`config.mk`:
```
export PLATFORM = sky130hd
export DESIGN_NAME = softstart_seq
export DESIGN_NICKNAME = d
export VERILOG_FILES = /design/src/rtl/ss_pkg.sv /design/src/rtl/ss_ramp_counter.sv /design/src/rtl/ss_wait_timer.sv /design/src/rtl/ss_cfg_capture.sv /design/src/rtl/softstart_seq.sv
export SDC_FILE = /design/constraint.sdc
export NUM_CORES = 1
export LEC_CHECK = 0
export CORE_MARGIN = 8
export CORE_UTILIZATION = 45
export CTS_CLUSTER_DIAMETER = 100
export DETAILED_ROUTE_END_ITERATION = 6
export PLACE_DENSITY = 0.79
export SYNTH_ARGS = -nofsm -noshare
export SYNTH_HDL_FRONTEND = slang
export SYNTH_SLANG_ARGS = --single-unit
export TNS_END_PERCENT = 5
```
`constraint.sdc`:
```
create_clock -name clk -period 2 [get_ports clk]
set_input_delay 0.4 -clock clk [delete_from_list [all_inputs] [get_ports clk]]
set_output_delay 0.4 -clock clk [all_outputs]
set_load 0.01 [all_outputs]
```
`src/rtl/ss_pkg.sv`:
```
package ss_pkg;
  typedef enum logic [2:0] {
    PH_OFF   = 3'd0,
    PH_PRE   = 3'd1,
    PH_RAMP1 = 3'd2,
    PH_WAIT  = 3'd3,
    PH_RAMP2 = 3'd4,
    PH_HOLD  = 3'd5
  } ss_phase_e;
endpackage

```
`src/rtl/ss_ramp_counter.sv`:
```
module ss_ramp_counter #(
  parameter int W = 8
) (
  input  logic         clk,
  input  logic         rst_n,
  input  logic         clr,
  input  logic         load,
  input  logic [W-1:0] load_val,
  input  logic         step,
  output logic [W-1:0] val
);
  localparam logic [W-1:0] TOP = '1;

  always_ff @(posedge clk or negedge rst_n) begin
    if (!rst_n)                 val <= '0;
    else if (clr)               val <= '0;
    else if (load)              val <= load_val;
    else if (step && val != TOP) val <= val + 1'b1;
  end

  // a plain step never lowers or wraps the value
  assert_ramp_no_wrap_R2: assert property (@(posedge clk) disable iff (!rst_n)
    (step && !clr && !load) |=> (val >= $past(val)) && (val != '0));
endmodule

```
`src/rtl/ss_wait_timer.sv`:
```
module ss_wait_timer #(
  parameter int CYC = 30
) (
  input  logic clk,
  input  logic rst_n,
  input  logic clr,
  input  logic en,
  output logic done
);
  localparam int CW = $clog2(CYC + 1);
  localparam logic [CW-1:0] LAST = CW'(CYC - 1);

  logic [CW-1:0] cnt;

  always_ff @(posedge clk or negedge rst_n) begin
    if (!rst_n)                 cnt <= '0;
    else if (clr)               cnt <= '0;
    else if (en && cnt != LAST) cnt <= cnt + 1'b1;
  end

  assign done = en && (cnt == LAST);

  // the wait advances by one per enabled cycle
  assert_wait_steps_R5: assert property (@(posedge clk) disable iff (!rst_n)
    (en && !clr && !done) |=> cnt == $past(cnt) + 1'b1);
endmodule

```
`src/rtl/ss_cfg_capture.sv`:
```
module ss_cfg_capture (
  input  logic clk,
  input  logic rst_n,
  input  logic strobe,
  input  logic msel_in,
  input  logic opt_in,
  output logic msel_q,
  output logic opt_q
);
  always_ff @(posedge clk or negedge rst_n) begin
    if (!rst_n) begin
      msel_q <= 1'b0;
      opt_q  <= 1'b0;
    end else if (strobe) begin
      msel_q <= msel_in;
      opt_q  <= opt_in;
    end
  end

  // memory choice only moves at the strobe
  assert_msel_held_R6: assert property (@(posedge clk) disable iff (!rst_n)
    !strobe |=> $stable(msel_q));
  // sleep option only moves at the strobe
  assert_opt_held_R7: assert property (@(posedge clk) disable iff (!rst_n)
    !strobe |=> $stable(opt_q));
endmodule

```
`src/rtl/softstart_seq.sv`:
```
module softstart_seq
  import ss_pkg::*;
#(
  parameter int RAMP_W    = 8,
  parameter int PRE_LVL   = 80,
  parameter int START_LVL = 100,
  parameter int ARM_LVL   = 220,
  parameter int HOLD_LVL  = 196,
  parameter int WAIT_CYC  = 30
) (
  input  logic              clk,
  input  logic              rst_n,
  input  logic              shutdown_req,
  input  logic              ramp_tick,
  input  logic              active_req,
  input  logic              msel_above_ref,
  input  logic              sleep_opt_in,
  output logic [RAMP_W-1:0] ramp_val,
  output logic              stby_ramp_en,
  output logic              main_ramp_en,
  output logic              stby_mon_en,
  output logic              main_mon_en,
  output logic              cfg_latch,
  output logic              mem_sel_3v3,
  output logic              sleep_opt_q
);
  localparam logic [RAMP_W-1:0] PRE_V   = RAMP_W'(PRE_LVL);
  localparam logic [RAMP_W-1:0] START_V = RAMP_W'(START_LVL);
  localparam logic [RAMP_W-1:0] ARM_V   = RAMP_W'(ARM_LVL);
  localparam logic [RAMP_W-1:0] HOLD_V  = RAMP_W'(HOLD_LVL);

  ss_phase_e         phase;
  logic              arm_hit;
  logic              ld;
  logic [RAMP_W-1:0] ld_val;
  logic              stp;
  logic              wait_done;
  logic              capture;

  assign arm_hit = (ramp_val >= ARM_V);
  assign capture = (phase == PH_WAIT) && wait_done && !shutdown_req;

  always_comb begin
    ld     = 1'b0;
    ld_val = START_V;
    stp    = 1'b0;
    unique case (phase)
      PH_PRE: begin
        ld     = 1'b1;
        ld_val = PRE_V;
      end
      PH_RAMP1, PH_RAMP2: begin
        if (arm_hit) begin
          ld     = 1'b1;
          ld_val = (phase == PH_RAMP2 && active_req) ? HOLD_V : START_V;
        end else begin
          stp = ramp_tick;
        end
      end
      PH_HOLD: begin
        ld     = !active_req && (ramp_val != START_V);
        ld_val = START_V;
      end
      default: ;
    endcase
  end

  ss_ramp_counter #(.W(RAMP_W)) u_ramp (
    .clk(clk), .rst_n(rst_n), .clr(shutdown_req),
    .load(ld), .load_val(ld_val), .step(stp), .val(ramp_val)
  );

  ss_wait_timer #(.CYC(WAIT_CYC)) u_wait (
    .clk(clk), .rst_n(rst_n), .clr(phase != PH_WAIT),
    .en(phase == PH_WAIT), .done(wait_done)
  );

  ss_cfg_capture u_cfg (
    .clk(clk), .rst_n(rst_n), .strobe(capture),
    .msel_in(msel_above_ref), .opt_in(sleep_opt_in),
    .msel_q(mem_sel_3v3), .opt_q(sleep_opt_q)
  );

  always_ff @(posedge clk or negedge rst_n) begin
    if (!rst_n) begin
      phase       <= PH_OFF;
      stby_mon_en <= 1'b0;
      main_mon_en <= 1'b0;
      cfg_latch   <= 1'b0;
    end else if (shutdown_req) begin
      phase       <= PH_OFF;
      stby_mon_en <= 1'b0;
      main_mon_en <= 1'b0;
      cfg_latch   <= 1'b0;
    end else begin
      cfg_latch <= capture;
      unique case (phase)
        PH_OFF:   phase <= PH_PRE;
        PH_PRE:   phase <= PH_RAMP1;
        PH_RAMP1: if (arm_hit) begin
                    phase       <= PH_WAIT;
                    stby_mon_en <= 1'b1;
                  end
        PH_WAIT:  if (wait_done) phase <= PH_RAMP2;
        PH_RAMP2: if (arm_hit) begin
                    phase       <= PH_HOLD;
                    main_mon_en <= 1'b1;
                  end
        default:  phase <= phase;
      endcase
    end
  end

  assign stby_ramp_en = (phase == PH_RAMP1) || (phase == PH_WAIT) ||
                        (phase == PH_RAMP2) || (phase == PH_HOLD);
  assign main_ramp_en = (phase == PH_RAMP2) || (phase == PH_HOLD);

  // remaining rails never ramp without the standby group
  assert_main_after_stby_R3: assert property (@(posedge clk) disable iff (!rst_n)
    main_ramp_en |-> stby_ramp_en && stby_mon_en);
  // first arming snaps the ramp back and arms standby monitors
  assert_first_arm_R4: assert property (@(posedge clk) disable iff (!rst_n)
    (phase == PH_RAMP1 && arm_hit && !shutdown_req) |=> stby_mon_en && ramp_val == START_V);
  // the strobe lasts one cycle
  assert_strobe_single_R5: assert property (@(posedge clk) disable iff (!rst_n)
    cfg_latch |=> !cfg_latch);
  // second arming lands on one of the two hold levels
  assert_hold_level_R8: assert property (@(posedge clk) disable iff (!rst_n)
    $rose(main_mon_en) |-> (ramp_val == HOLD_V || ramp_val == START_V));
  // shutdown clears ramp and monitors
  assert_shutdown_clear_R10: assert property (@(posedge clk) disable iff (!rst_n)
    shutdown_req |=> ramp_val == '0 && !stby_mon_en && !main_mon_en && !stby_ramp_en);
  // the ramp does not move during the wait
  assert_wait_still_R11: assert property (@(posedge clk) disable iff (!rst_n)
    (phase == PH_WAIT && !shutdown_req) |=> $stable(ramp_val));
endmodule

```
==> results of run 1 <==
worst paths after layout:
path | start | endpoint | slack [ns] | depth (start not counted)
max | phase[1] | main_ramp_en | 0.05 | 2
min | rst_n | phase[0] | 0.40 | 2
max reg2reg | phase[2] | u_ramp.val[7] | 0.11 | 6
min reg2reg | main_mon_en | main_mon_en | 0.52 | 2
max in group asynchronous | rst_n | phase[1] | 1.37 | 2
min in group clk | main_mon_en | main_mon_en | 0.52 | 2
sequential cells by signal (all words and copies together) (netlist names):
signal        flops
phase             3
u_cfg.opt_q       1
u_wait.cnt        5
u_cfg.msel_q      1
stby_mon_en       1
main_mon_en       1
cfg_latch         1
u_ramp.val        8
worst register-to-register path: cells and delay by family, from the launching register on:
family          cells  cell delay, ns
simple gates        2            0.74
flops               1            0.46
buf+inv             2            0.31
xor+xnor            1            0.15
compound gates      1            0.11
per-layer routing:
metal	track usage [%]	vias to the layer above	share of wire, %
met5	0	-	0
met4	7.05	0	3.8
met3	4.47	13	7.1
met2	22.6	36	49
met1	17.0	544	40
li1	-	522	-
timing repair:
action / CTS / global route
setup buffers: 0 / 2
hold endpoints to repair: 0 / 0
setup endpoints to repair: 2 / 1
gates resized for setup: 4 / 1
cell usage in the layout (no fill, tap or decap), types with 2 or more instances in the layout:
cell type | Yosys | routed
clkdlybuf4s50_1 | 0 | 20
dfrtp_2 | 0 | 2
mux2_2 | 2 | 2
and3_1 | 3 | 3
nand2b_1 | 2 | 2
a31oi_1 | 3 | 3
o21ai_0 | 4 | 4
ha_1 | 4 | 4
nor2_1 | 13 | 13
nor3b_1 | 2 | 2
nor3_1 | 6 | 6
inv_1 | 9 | 9
mux2i_1 | 2 | 2
clkbuf_4 | 0 | 3
nand3_1 | 8 | 8
xnor2_1 | 4 | 3
nand2_1 | 6 | 6
nand3b_1 | 2 | 2
a21oi_1 | 3 | 3
a41oi_1 | 2 | 2
a211oi_1 | 3 | 3
buf_4 | 1 | 9
dfrtp_1 | 21 | 19
logic make-up after synthesis:
group	after synthesis	synth area share, %
DFF	21	44.1
muxes	4	3.57
xor gates and xnor gates	4	2.94
and+or+nand+nor	54	24.7
buffers and inverters	13	4.52
AOI/OAI and AO/OA	25	16.0
adders and majority gates	4	4.20
cell type report:
cell class | instances | area (µm²) | area share, %
Sequential cell | 21 | 528 | 34.5
Timing Repair Buffer | 30 | 277 | 18.1
Clock inverter | 1 | 7.51 | 0.490
Inverter | 10 | 37.5 | 2.45
Tap cell | 30 | 37.5 | 2.45
Multi-Input combinational cell | 91 | 622 | 40.6
Clock buffer | 3 | 22.5 | 1.47
power by group:
group	switching, mW	internal (mW)	total, mW
registers	0.0240	0.439	0.463
clock network	0.142	0.0765	0.218
logic	0.0696	0.0686	0.138
total	0.235	0.585	0.820
==> impl_metrics.csv, run 1 <==
group,metric,value,unit
placed_design,post-place-ws,0.000422,ns
setup_path,arrival,1.55,ns
yosys,yosys_warnings,0,
yosys,synth_seq_area_share,44.1,%
setup_path,cp_slowest_cell,"clkdlybuf4s50_1",
yosys,synth_fp_nets,136,
timing,tightest_slew,0.413,ns
job,cap_violations,0,
floorplanning,die-area,0.00455,mm²
yosys,synth_top_cell_area_share,44.1,%
drt,first_iter_violations,102,
floorplanning,start_util,47.6,%
drt,wl_per_cell,15.8,µm
drt,drc,0,
setup_path,slowest_delay,0.57,ns
yosys,syn_area,0.00119,mm²
floorplanning,num_io_pins,22,
yosys,synth_area_leader_cell,"dfrtp_1",
timing,whs,0.400,ns
timing,postLayoutSetupSlackWorst,0.0492,ns
clock_network,cts_tree,"yes",
grt,grt_max_degree,22,
timing,setup_viol,0,
yosys,ys_types,44,
grt,grt-ovfl-total,0,
yosys,ys_ff_latch,21,
power,powerDensity,535,mW/mm²
drt,drtAntennaViolNets,0,
setup_path,critPathBufInv,1,
finish,fillers,219,
timing,fin_skew,0.00947,ns
yosys,avgSynthCellArea,9.53,µm²
clock_network,clkLatencyLatePin,0.32,ns
clock_network,cts_made_buffers,3,
status,status,"complete, no violations",
setup_path,crit_chain,"nor2b_2, clkdlybuf4s50_1",
timing,fin_crit_sh,97.5,%
timing,period_needed,1.95,ns
finish,syn_to_final_growth,28.6,%
timing,slew-limit-headroom,72.4,%
drt,routed-via-count,1115,
clock_network,clkTransAtPathRegs,0.13,ns
finish,nNetsFinal,168,
setup_path,crit_family,"buffers and inverters",
setup_path,cp.required,1.60,ns
timing,hold_viol_final,0,
setup_path,critPathMaxFanout,4,
drt,firstDrtPassIters,4,
yosys,ys_top_cells_by_count,"dfrtp_1, nor2_1, inv_1",
yosys,synthTopCellsByArea,"dfrtp_1, ha_1, nor2_1",
clock_network,ctsLongestPathBuffers,2,
finish,drive_gt1_share,16.0,%
placed_design,hpwl,2.18,mm
yosys,synthCells,125,
clock_network,htreeDepth,1,
grt,grt_pass1_wl,5.01,mm
placed_design,portBuffers,21,
finish,stdcell_area,0.00153,mm²
setup_path,crit_type,"flip-flop to primary output",
grt,antenna_found_initial,0,
yosys,synthFlopType,"dfrtp_1",
setup_path,critPathLaunchType,"flip-flop",
finish,final_util,61.3,%
placed_design,dpl_cell_area,0.00148,mm²
setup_path,cp-end-kind,"primary output",
timing,fmax,0.513,GHz
grt,grt_pass1_vias,1083,
timing,rsz0062_at_grt,"false",
timing,finalSetupTns,0,ns
power,ir_drop,0.000393,V
floorplanning,rows,18,
floorplanning,die_h,67.5,µm
floorplanning,core-area,0.00250,mm²
clock_network,hold_buffers,0,
drt,routed_wl,2.93,mm
finish,stdcell_count,186,
grt,track_usage,14.2,%
yosys,synth_edf_count,0,
min_path,hp-class,"input port to async pin",
placed_design,place_congestion,0.895,
power,p_leak,0.624,nW
clock_network,clockRootBuffer,"clkbuf_4",
timing,slew_violations,0,
clock_network,cts.sink_count,21,
finish,n_antenna_cell,0,
power,power.total,0.820,mW
placed_design,place_inst,180,
floorplanning,die_x,67.5,µm
yosys,synth.most_common_cell,"dfrtp_1",
yosys,async_flop_share,100,%
drt,via_per_inst,5.99,
No activity file was read; power rests on OpenSTA's default activity.
==> inputs of run 2 (changes only) <==
==> constraint.sdc (replaced) <==
create_clock -name clk -period 2 [get_ports clk]
set_input_delay 0.4 -clock clk [delete_from_list [all_inputs] [get_ports clk]]
set_output_delay 0.4 -clock clk [all_outputs]
set_load 0.02 [all_outputs]
==> impl_metrics.csv, run 2 (synthesis gave the netlist of run 1 again) <==
group,metric,value,unit
status,status,"complete, no violations",
drt,routed-via-count,1079,
grt,grt-ovfl-total,0,
clock_network,cts.sink_count,21,
min_path,hp-class,"input port to async pin",
drt,first_iter_violations,139,
clock_network,clkTransAtPathRegs,0.12,ns
power,ir_drop,0.000497,V
finish,fillers,236,
finish,layout_commonest_cell,"dfrtp_1",
drt,firstDrtPassIters,4,
finish,stdcell_area,0.00149,mm²
setup_path,crit_chain,"clkdlybuf4s50_1",
setup_path,crit_type,"flip-flop to primary output",
setup_path,cp_slowest_cell,"clkdlybuf4s50_1",
clock_network,cts_made_buffers,3,
finish,largest_register_ffs,8,
timing,finalSetupTns,0,ns
drt,drtAntennaViolNets,0,
placed_design,portBuffers,21,
setup_path,cp-end-kind,"primary output",
floorplanning,die_x,67.5,µm
floorplanning,core-area,0.00250,mm²
timing,whs,0.421,ns
clock_network,cts_tree,"yes",
floorplanning,rows,18,
placed_design,hpwl,2.14,mm
grt,grt_max_degree,22,
clock_network,hold_buffers,0,
timing,fin_crit_sh,93.0,%
timing,fin_skew,0.00395,ns
setup_path,critPathMaxFanout,8,
finish,biggestRegsByFlops,"u_ramp.val: 8 flops, u_wait.cnt: 5 flops, phase: 3 flops",
finish,syn_to_final_growth,25.3,%
finish,top_register,"u_ramp.val",
power,powerDensity,544,mW/mm²
placed_design,place_congestion,0.893,
setup_path,slowest_delay,0.66,ns
timing,rsz0062_at_grt,"false",
timing,setup_viol,0,
timing,hold_viol_final,0,
setup_path,arrival,1.46,ns
grt,track_usage,13.4,%
finish,layout_common_cells,"dfrtp_1, clkdlybuf4s50_1, nor2_1, inv_1, nand3_1",
timing,slew-limit-headroom,70.0,%
drt,wl_per_cell,15.6,µm
timing,slew_violations,0,
grt,antenna_found_initial,0,
timing,postLayoutSetupSlackWorst,0.140,ns
setup_path,critPathLaunchType,"flip-flop",
finish,n_antenna_cell,0,
placed_design,dpl_cell_area,0.00147,mm²
grt,grt_pass1_wl,4.77,mm
drt,routed_wl,2.85,mm
finish,final_util,59.7,%
clock_network,htreeDepth,1,
finish,nNetsFinal,165,
job,cap_violations,0,
drt,via_per_inst,5.90,
power,p_leak,0.618,nW
setup_path,critPathBufInv,1,
clock_network,ctsLongestPathBuffers,2,
floorplanning,die_h,67.5,µm
clock_network,clockRootBuffer,"clkbuf_4",
grt,grt_pass1_vias,1051,
floorplanning,start_util,47.6,%
finish,drive_gt1_share,11.8,%
setup_path,crit_family,"buffers and inverters",
timing,fmax,0.538,GHz
drt,drc,0,
floorplanning,die-area,0.00455,mm²
floorplanning,num_io_pins,22,
timing,tightest_slew,0.444,ns
setup_path,cp.required,1.60,ns
placed_design,post-place-ws,0.0158,ns
clock_network,clkLatencyLatePin,0.30,ns
timing,period_needed,1.86,ns
run 2: through the flow:
stage | power, mW | cells
2_1_floorplan | 0.545 | 125
3_3_place_gp | 0.609 | 179
3_5_place_dp | 0.615 | 179
4_1_cts | 0.821 | 183
5_1_grt | 0.858 | 183
6_report | 0.812 | 183
run 2: layer usage:
| metal | vias to the layer above | track usage (%) | wire [µm] |
|---|---|---|---|
| met5 | - | 0 | 0 |
| li1 | 514 | - | - |
| met4 | 0 | 3.92 | 42 |
| met1 | 517 | 14.8 | 1210 |
| met2 | 40 | 23.9 | 1420 |
| met3 | 8 | 4.47 | 176 |
run 2: layout make-up:
class | instances | area, µm² | area share [%]
multi-input cells | 91 | 612 | 41.0
repair buffers | 27 | 253 | 16.9
flip-flops and latches | 21 | 526 | 35.2
well taps | 30 | 37.5 | 2.51
clock inverters | 1 | 5.00 | 0.335
clock buffers | 3 | 22.5 | 1.51
inverters | 10 | 37.5 | 2.51
run 2: report_power, final:
part	switching [mW]	total [mW]	internal (mW)	leakage [nW]
registers	0.0230	0.462	0.439	0.287
clock network	0.131	0.206	0.0746	0.0177
logic	0.0781	0.144	0.0659	0.314
run 2: worst paths after layout:
path / from / slack (ns) / endpoint / cells past startpoint
min in group clk: stby_mon_en / 0.51 / stby_mon_en / 2
hold reg to reg: stby_mon_en / 0.51 / stby_mon_en / 2
setup / recovery: u_ramp.val[2] / 0.14 / ramp_val[2] / 1
max in group asynchronous: rst_n / 1.36 / u_ramp.val[2] / 2
setup reg to reg: phase[0] / 0.21 / u_cfg.msel_q / 4
hold / removal: rst_n / 0.42 / u_ramp.val[6] / 2
run 2: repair_timing:
| item | 4_1_cts | 5_1_grt |
|---|---|---|
| setup endpoints to repair | 2 | 0 |
| gates resized for setup | 2 | 0 |
| buffers inserted | 0 | 0 |
